`src/rtl/sirq_pkg.sv`:
```
package sirq_pkg;
    localparam int NSRC = 8;
    localparam int NEXT = NSRC - 2;

    typedef enum logic [2:0] {
        SRC_TXE  = 3'd0,
        SRC_TXC  = 3'd1,
        SRC_RXF  = 3'd2,
        SRC_OVR  = 3'd3,
        SRC_IDLE = 3'd4,
        SRC_BRK  = 3'd5,
        SRC_EDGE = 3'd6,
        SRC_BERR = 3'd7
    } src_e;

    typedef enum logic [1:0] {
        SEL_ENA = 2'd0,
        SEL_CLR = 2'd1,
        SEL_CTL = 2'd2
    } wsel_e;

    // bit 4 tx_en, 3 rx_en, 2 one_wire, 1 rx_pol, 0 wait_frz
    typedef struct packed {
        logic tx_en;
        logic rx_en;
        logic one_wire;
        logic rx_pol;
        logic wait_frz;
    } ctl_t;

    localparam int CTLW = $bits(ctl_t);

    function automatic ctl_t ctl_from(input logic [7:0] d);
        return ctl_t'(d[CTLW-1:0]);
    endfunction
endpackage

```
`src/rtl/sirq_edge_det.sv`:
```
module sirq_edge_det #(
    parameter int SYNC = 2
) (
    input  logic clk,
    input  logic rst,
    input  logic rxd_i,
    input  logic pol_i,
    output logic line_o,
    output logic edge_o
);
    logic [SYNC-1:0] sync_q;
    logic            prev_q;

    generate
        if (SYNC == 1) begin : g_one
            always_ff @(posedge clk) begin
                if (rst) sync_q <= '1;
                else     sync_q <= rxd_i;
            end
        end else begin : g_chain
            always_ff @(posedge clk) begin
                if (rst) sync_q <= '1;
                else     sync_q <= {sync_q[SYNC-2:0], rxd_i};
            end
        end
    endgenerate

    always_ff @(posedge clk) begin
        if (rst) prev_q <= 1'b1;
        else     prev_q <= line_o;
    end

    assign line_o = sync_q[SYNC-1];
    assign edge_o = pol_i ? (line_o & ~prev_q) : (~line_o & prev_q);

    // a rise seen with polarity 1 must report an edge
    a_r5_rise_seen: assert property (@(posedge clk) disable iff (rst)
        (pol_i && $rose(line_o)) |-> edge_o);
    // the ignored direction never reports
    a_r5_fall_ignored: assert property (@(posedge clk) disable iff (rst)
        (pol_i && $fell(line_o)) |-> !edge_o);
endmodule

```
`src/rtl/sirq_flag_bank.sv`:
```
module sirq_flag_bank #(
    parameter int N = 8
) (
    input  logic         clk,
    input  logic         rst,
    input  logic [N-1:0] set_i,
    input  logic [N-1:0] clr_i,
    output logic [N-1:0] flag_o
);
    for (genvar i = 0; i < N; i++) begin : g_bit
        logic q;
        always_ff @(posedge clk) begin
            if (rst)           q <= 1'b0;
            else if (set_i[i]) q <= 1'b1;
            else if (clr_i[i]) q <= 1'b0;
        end
        assign flag_o[i] = q;

        a_r3_set_wins: assert property (@(posedge clk) disable iff (rst)
            set_i[i] |=> flag_o[i]);
        a_r2_clear_bit: assert property (@(posedge clk) disable iff (rst)
            (clr_i[i] && !set_i[i]) |=> !flag_o[i]);
        a_r2_hold_bit: assert property (@(posedge clk) disable iff (rst)
            (!clr_i[i] && !set_i[i]) |=> $stable(flag_o[i]));
    end
endmodule

```
`src/rtl/sirq_pwr.sv`:
```
module sirq_pwr (
    input  logic clk,
    input  logic rst,
    input  logic wait_i,
    input  logic stop_i,
    input  logic wait_frz_i,
    output logic sclk_en_o,
    output logic abort_o
);
    always_ff @(posedge clk) begin
        if (rst) begin
            sclk_en_o <= 1'b0;
            abort_o   <= wait_i | stop_i;
        end else begin
            sclk_en_o <= !stop_i && !(wait_i && wait_frz_i);
            abort_o   <= 1'b0;
        end
    end

    a_r8_stop_gates: assert property (@(posedge clk) disable iff (rst)
        stop_i |=> !sclk_en_o);
    a_r7_wait_runs: assert property (@(posedge clk) disable iff (rst)
        (wait_i && !wait_frz_i && !stop_i) |=> sclk_en_o);
    a_r7_wait_frozen: assert property (@(posedge clk) disable iff (rst)
        (wait_i && wait_frz_i) |=> !sclk_en_o);
endmodule

```
`src/rtl/sirq_ctrl.sv`:
```
module sirq_ctrl
    import sirq_pkg::*;
#(
    parameter int SYNC_STAGES = 2
) (
    input  logic            clk,
    input  logic            rst,
    input  logic [NEXT-1:0] ext_ev_i,
    input  logic            rxd_i,
    input  logic            tx_bit_i,
    input  logic            bit_smp_i,
    input  logic            wait_i,
    input  logic            stop_i,
    input  logic            wr_en_i,
    input  logic [1:0]      wr_sel_i,
    input  logic [7:0]      wr_data_i,
    output logic [NSRC-1:0] flags_o,
    output logic [NSRC-1:0] ena_o,
    output logic            rx_en_o,
    output logic            tx_en_o,
    output logic            irq_o,
    output logic            wake_o,
    output logic            sclk_en_o,
    output logic            abort_o
);
    ctl_t            ctl_q;
    logic [NSRC-1:0] ena_q;
    logic            irq_q;
    logic            wake_q;
    logic            line;
    logic            edge_ev;
    logic            berr_ev;
    logic [NSRC-1:0] set_v;
    logic [NSRC-1:0] clr_v;
    logic            wr_ctl;

    assign wr_ctl  = wr_en_i && (wr_sel_i == SEL_CTL);
    assign clr_v   = (wr_en_i && (wr_sel_i == SEL_CLR)) ? wr_data_i : '0;
    assign berr_ev = ctl_q.one_wire && bit_smp_i && (tx_bit_i != line);
    assign set_v   = {berr_ev, edge_ev, ext_ev_i};

    sirq_edge_det #(.SYNC(SYNC_STAGES)) u_edge (
        .clk    (clk),
        .rst    (rst),
        .rxd_i  (rxd_i),
        .pol_i  (ctl_q.rx_pol),
        .line_o (line),
        .edge_o (edge_ev)
    );

    sirq_flag_bank #(.N(NSRC)) u_flags (
        .clk    (clk),
        .rst    (rst),
        .set_i  (set_v),
        .clr_i  (clr_v),
        .flag_o (flags_o)
    );

    sirq_pwr u_pwr (
        .clk        (clk),
        .rst        (rst),
        .wait_i     (wait_i),
        .stop_i     (stop_i),
        .wait_frz_i (ctl_q.wait_frz),
        .sclk_en_o  (sclk_en_o),
        .abort_o    (abort_o)
    );

    always_ff @(posedge clk) begin
        if (rst) begin
            ctl_q  <= '0;
            ena_q  <= '0;
            irq_q  <= 1'b0;
            wake_q <= 1'b0;
        end else begin
            if (wr_ctl) ctl_q <= ctl_from(wr_data_i);
            if (wr_en_i && (wr_sel_i == SEL_ENA)) ena_q <= wr_data_i;
            irq_q  <= |(flags_o & ena_q);
            wake_q <= (stop_i || wait_i) && flags_o[SRC_EDGE];
        end
    end

    assign ena_o   = ena_q;
    assign rx_en_o = ctl_q.rx_en;
    assign tx_en_o = ctl_q.tx_en;
    assign irq_o   = irq_q;
    assign wake_o  = wake_q;

    a_r4_irq_raise: assert property (@(posedge clk) disable iff (rst)
        (|(flags_o & ena_o)) |=> irq_o);
    a_r4_irq_quiet: assert property (@(posedge clk) disable iff (rst)
        !(|(flags_o & ena_o)) |=> !irq_o);
    a_r9_wake_stop: assert property (@(posedge clk) disable iff (rst)
        (stop_i && flags_o[SRC_EDGE]) |=> wake_o);
    a_r10_en_hold: assert property (@(posedge clk) disable iff (rst)
        !wr_ctl |=> $stable({rx_en_o, tx_en_o}));
    a_r6_berr_gated: assert property (@(posedge clk) disable iff (rst)
        (!ctl_q.one_wire && !flags_o[SRC_BERR] && !clr_v[SRC_BERR]) |=> !flags_o[SRC_BERR]);
endmodule

```
`config.mk`:
```
export PLATFORM = sky130hd
export DESIGN_NAME = sirq_ctrl
export DESIGN_NICKNAME = d
export VERILOG_FILES = /design/src/rtl/sirq_pkg.sv /design/src/rtl/sirq_edge_det.sv /design/src/rtl/sirq_flag_bank.sv /design/src/rtl/sirq_pwr.sv /design/src/rtl/sirq_ctrl.sv
export SDC_FILE = /design/constraint.sdc
export NUM_CORES = 1
export LEC_CHECK = 0
export BUFFER_PORTS_ARGS = -buffer_cell sky130_fd_sc_hd__clkbuf_2
export CAP_MARGIN = 0
export CORE_AREA = 10 10 66 57
export DETAILED_ROUTE_END_ITERATION = 10
export DIE_AREA = 0 0 76 67
export PLACE_DENSITY = 0.8
export SYNTH_ARGS = -nofsm -noshare
export SYNTH_HDL_FRONTEND = slang
export SYNTH_SLANG_ARGS = --single-unit
```
`constraint.sdc`:
```
create_clock -name clk -period 1.4 [get_ports clk]
set_clock_uncertainty 0.15 [all_clocks]
set_input_delay 0.28 -clock clk [delete_from_list [all_inputs] [get_ports clk]]
set_output_delay 0.28 -clock clk [all_outputs]
set_load 0.05 [all_outputs]
```
==> metrics.json <==
{
  "cell_internal_pwr": {"value": 0.00112, "unit": "W"},
  "detail_route.drc_violations": {"value": 0},
  "globalRoute.totalOverflow": {"value": 0},
  "library_cell_used_as_clock_root_buffer": {"value": "sky130_fd_sc_hd__clkbuf_4"},
  "worst_hold_path_type": {"value": "input port to flip-flop"},
  "power.density_cell_area": {"value": 1040, "unit": "nW/µm²"},
  "postSynthRegisterBits": {"value": 28},
  "cts_tree": {"value": "yes"},
  "final_core_utilization": {"value": 61.9, "unit": "%"},
  "rsz0062_at_grt": {"value": "false"},
  "ys_top_cells_by_area": {"value": "sky130_fd_sc_hd__dfxtp_1 (51%), sky130_fd_sc_hd__mux2i_1 (12%), sky130_fd_sc_hd__nor2_1 (7.2%), sky130_fd_sc_hd__buf_4 (5.5%), sky130_fd_sc_hd__nor3b_1 (4.8%)"},
  "wire_per_inst": {"value": 14.4, "unit": "µm"},
  "netlist.top_cell.by_area": {"value": "sky130_fd_sc_hd__dfxtp_1"},
  "timing.final.hold_violations": {"value": 0},
  "syn_area": {"value": 1090, "unit": "µm²"},
  "synthToLayoutAreaGrowth": {"value": 37.1, "unit": "%"},
  "seq_power_share": {"value": 55.6, "unit": "%"},
  "synth_cell_type_count": {"value": 23},
  "worst_ir_drop_vdd": {"value": 680, "unit": "µV"},
  "worst-endpoint-required": {"value": 970, "unit": "ps"},
  "drtPass1Iterations": {"value": 4},
  "place.port_buffers": {"value": 45},
  "static-leakage-power": {"value": 0.680, "unit": "nW"},
  "setup-violations-final": {"value": 0},
  "share_comb_of_total_power": {"value": 19.6, "unit": "%"},
  "cap_viol_max_count": {"value": 0},
  "critical_path.endpoint_type": {"value": "primary output"},
  "min_period": {"value": 1350, "unit": "ps"},
  "post_route_cells_drive_above_1_share": {"value": 43.1, "unit": "%"},
  "clock.fmax": {"value": 740, "unit": "MHz"},
  "worst_setup_hold_path_clk_slew": {"value": 140, "unit": "ps"},
  "outcome": {"value": "complete, no violations"},
  "crit_path_max_incr_delay": {"value": 330, "unit": "ps"},
  "dr.first_iter.drc_count": {"value": 31},
  "post-cts-setup-buffer-count": {"value": 0},
  "detailroute.via_count": {"value": 906},
  "numClockSinks": {"value": 28},
  "power.switching_fraction": {"value": 28.2, "unit": "%"},
  "setup-tns-final": {"value": 0, "unit": "ps"},
  "crit_path_top_delay_cell": {"value": "sky130_fd_sc_hd__dfxtp_1"},
  "die_width": {"value": 76, "unit": "µm"},
  "mappedNetlistNets": {"value": 134},
  "worst_endpoint_data_arrival_time": {"value": 920, "unit": "ps"},
  "max-slew-margin-rel": {"value": 74.3, "unit": "%"},
  "crit_family": {"value": "flip-flops"},
  "floorplan.initialDensity": {"value": 45.1, "unit": "%"},
  "cp_cell_sequence": {"value": "clkbuf_2"},
  "clock_power_share": {"value": 24.8, "unit": "%"},
  "crit_buf_inv": {"value": 1},
  "die_area": {"value": 5090, "unit": "µm²"},
  "timing.final.max_slew_violations": {"value": 0},
  "final_total_pwr": {"value": 0.00156, "unit": "W"},
  "synth_largest_type_area_fraction": {"value": 51.3, "unit": "%"},
  "clock_insertion_delay_worst_skew": {"value": 330, "unit": "ps"},
  "global_route.usage.total": {"value": 10.7, "unit": "%"},
  "post_synth.cell_area_avg": {"value": 9.94, "unit": "µm²"},
  "core.rowCount": {"value": 16},
  "cts_max_path_buffers": {"value": 2},
  "floorplan.io_pins": {"value": 46},
  "cts_max_level": {"value": 1},
  "wirelength": {"value": 2730, "unit": "µm"},
  "seq_area_frac_synth": {"value": 51.3, "unit": "%"},
  "dpl.hpwl": {"value": 2110, "unit": "µm"},
  "antenna-diode-count": {"value": 0},
  "gp_congestion": {"value": 0.749},
  "grt_antenna_before_repair": {"value": 0},
  "cts_made_buffers": {"value": 3},
  "met3_usage": {"value": 6.57, "unit": "%"},
  "design.core.area": {"value": 2420, "unit": "µm²"},
  "grt_most_used_layer": {"value": "met2"},
  "finalCritPeriodShare": {"value": 96.5, "unit": "%"},
  "final_nets": {"value": 178},
  "groute.layer.met2.usage": {"value": 17.8, "unit": "%"},
  "postSynthCellCount": {"value": 110},
  "detail-route-antenna-nets": {"value": 0},
  "yosys_warnings": {"value": 0},
  "vias_per_cell": {"value": 4.79},
  "max_slew.worst_pin.slew": {"value": 385, "unit": "ps"},
  "criticalPathCategory": {"value": "flip-flop to primary output"},
  "die_height": {"value": 67, "unit": "µm"},
  "switching_power": {"value": 0.000438, "unit": "W"},
  "via_count_of_the_first_global_routing_pass": {"value": 955},
  "global_route.usage.met1": {"value": 11.5, "unit": "%"},
  "first_pass_grt_wire_length": {"value": 4490, "unit": "µm"},
  "cp_launch_type": {"value": "flip-flop"},
  "grt_max_degree": {"value": 16},
  "critical_path.max_fanout": {"value": 1}
}
## synth_stat cells
cell and count:
sky130_fd_sc_hd__nor3b_1 7, sky130_fd_sc_hd__nor3b_2 1, sky130_fd_sc_hd__buf_4 8, sky130_fd_sc_hd__and3b_1 1
sky130_fd_sc_hd__xor2_1 1, sky130_fd_sc_hd__nand3b_1 1, sky130_fd_sc_hd__nor2_1 21, sky130_fd_sc_hd__a21oi_1 3
sky130_fd_sc_hd__clkbuf_1 2, sky130_fd_sc_hd__or2_2 3, sky130_fd_sc_hd__nor2b_1 1, sky130_fd_sc_hd__mux2i_1 13
sky130_fd_sc_hd__buf_2 1, sky130_fd_sc_hd__buf_6 1, sky130_fd_sc_hd__o21ai_0 2, sky130_fd_sc_hd__a211oi_1 1
sky130_fd_sc_hd__nand3b_2 1, sky130_fd_sc_hd__dfxtp_1 28, sky130_fd_sc_hd__nand3_1 1, sky130_fd_sc_hd__inv_1 2
sky130_fd_sc_hd__a41oi_1 1, sky130_fd_sc_hd__nor3_1 6, sky130_fd_sc_hd__a22oi_1 4
## registers in the layout, indices dropped and copies added, names as in the netlist
name             count
irq_o                1
ctl_q                3
tx_en_o              1
rx_en_o              1
u_pwr.abort_o        1
u_edge.prev_q        1
u_flags.g_bit.q      8
ena_o                8
wake_o               1
u_pwr.sclk_en_o      1
u_edge.sync_q        2
## cells by family after synthesis
logic type	share of synthesized area (%)
muxes	11.9
xor gates and xnor gates	0.801
buffers and inverters	8.35
DFF	51.3
and+or+nand+nor	21.2
AOI/OAI and AO/OA	6.52
## worst paths after layout
kind,endpoint,depth (start not counted),start,slack [ps]
max,sclk_en_o,1,u_pwr.sclk_en_o,50
min,u_flags.g_bit[2].q,3,ext_ev_i[2],40
max reg2reg,u_flags.g_bit[7].q,3,u_edge.sync_q[1],390
min reg2reg,u_edge.sync_q[1],1,u_edge.sync_q[0],280
## cell type report
class                   instances  area [µm²]
inverters                       2        7.51
multi-input cells              68         442
clock buffers                   4        36.3
repair buffers                 51         397
flip-flops and latches         28         572
fillers                       225         923
well taps                      36        45.0
## timing repair
| action | CTS | global route |
|---|---|---|
| setup endpoints to repair | 18 | 19 |
| gates resized for setup | 27 | 24 |
| pin swaps | 0 | 0 |
| hold endpoints to repair | 2 | 0 |
| hold buffers | 3 | 0 |
## through the flow
step                instance area, µm²  hold slack, ps  setup WS, ps  std cells
global placement                  1300             244          65.8        182
floorplan                         1090             208           176        110
detailed placement                1300             244         -4.98        182
finish                            1500            36.1          49.3        189
global route                      1500            28.6          2.87        189
CTS                               1470            27.5          3.57        189
## placed cells by master, fill, tap and decap left out, types with 3 or more instances in the layout
cell type / instances
sky130_fd_sc_hd__clkbuf_2: 24
sky130_fd_sc_hd__nor2_1: 21
sky130_fd_sc_hd__dfxtp_1: 19
sky130_fd_sc_hd__mux2i_1: 13
sky130_fd_sc_hd__clkbuf_8: 10
sky130_fd_sc_hd__dfxtp_2: 9
sky130_fd_sc_hd__nor3b_1: 7
sky130_fd_sc_hd__nor3_1: 6
sky130_fd_sc_hd__clkbuf_4: 6
sky130_fd_sc_hd__buf_4: 6
sky130_fd_sc_hd__a22oi_1: 4
sky130_fd_sc_hd__buf_6: 4
sky130_fd_sc_hd__or2_2: 3
sky130_fd_sc_hd__a21oi_1: 3
sky130_fd_sc_hd__dlygate4sd3_1: 3
## power by group through the flow
stage                     combinational, W  clock, W  sequential, W
final                             0.000306  0.000386       0.000865
after global routing              0.000327  0.000432       0.000871
after CTS                         0.000302  0.000401       0.000860
after detailed placement          0.000268         0       0.000875
after global placement            0.000263         0       0.000874
after floorplan                   0.000147         0       0.000924
## layer usage
metal	part of all wire [%]	routed length [µm]
met1	41	1130
met2	47	1290
met3	11	300
met4	0.59	16
met5	0	0
(Power assumes the default switching activity.)
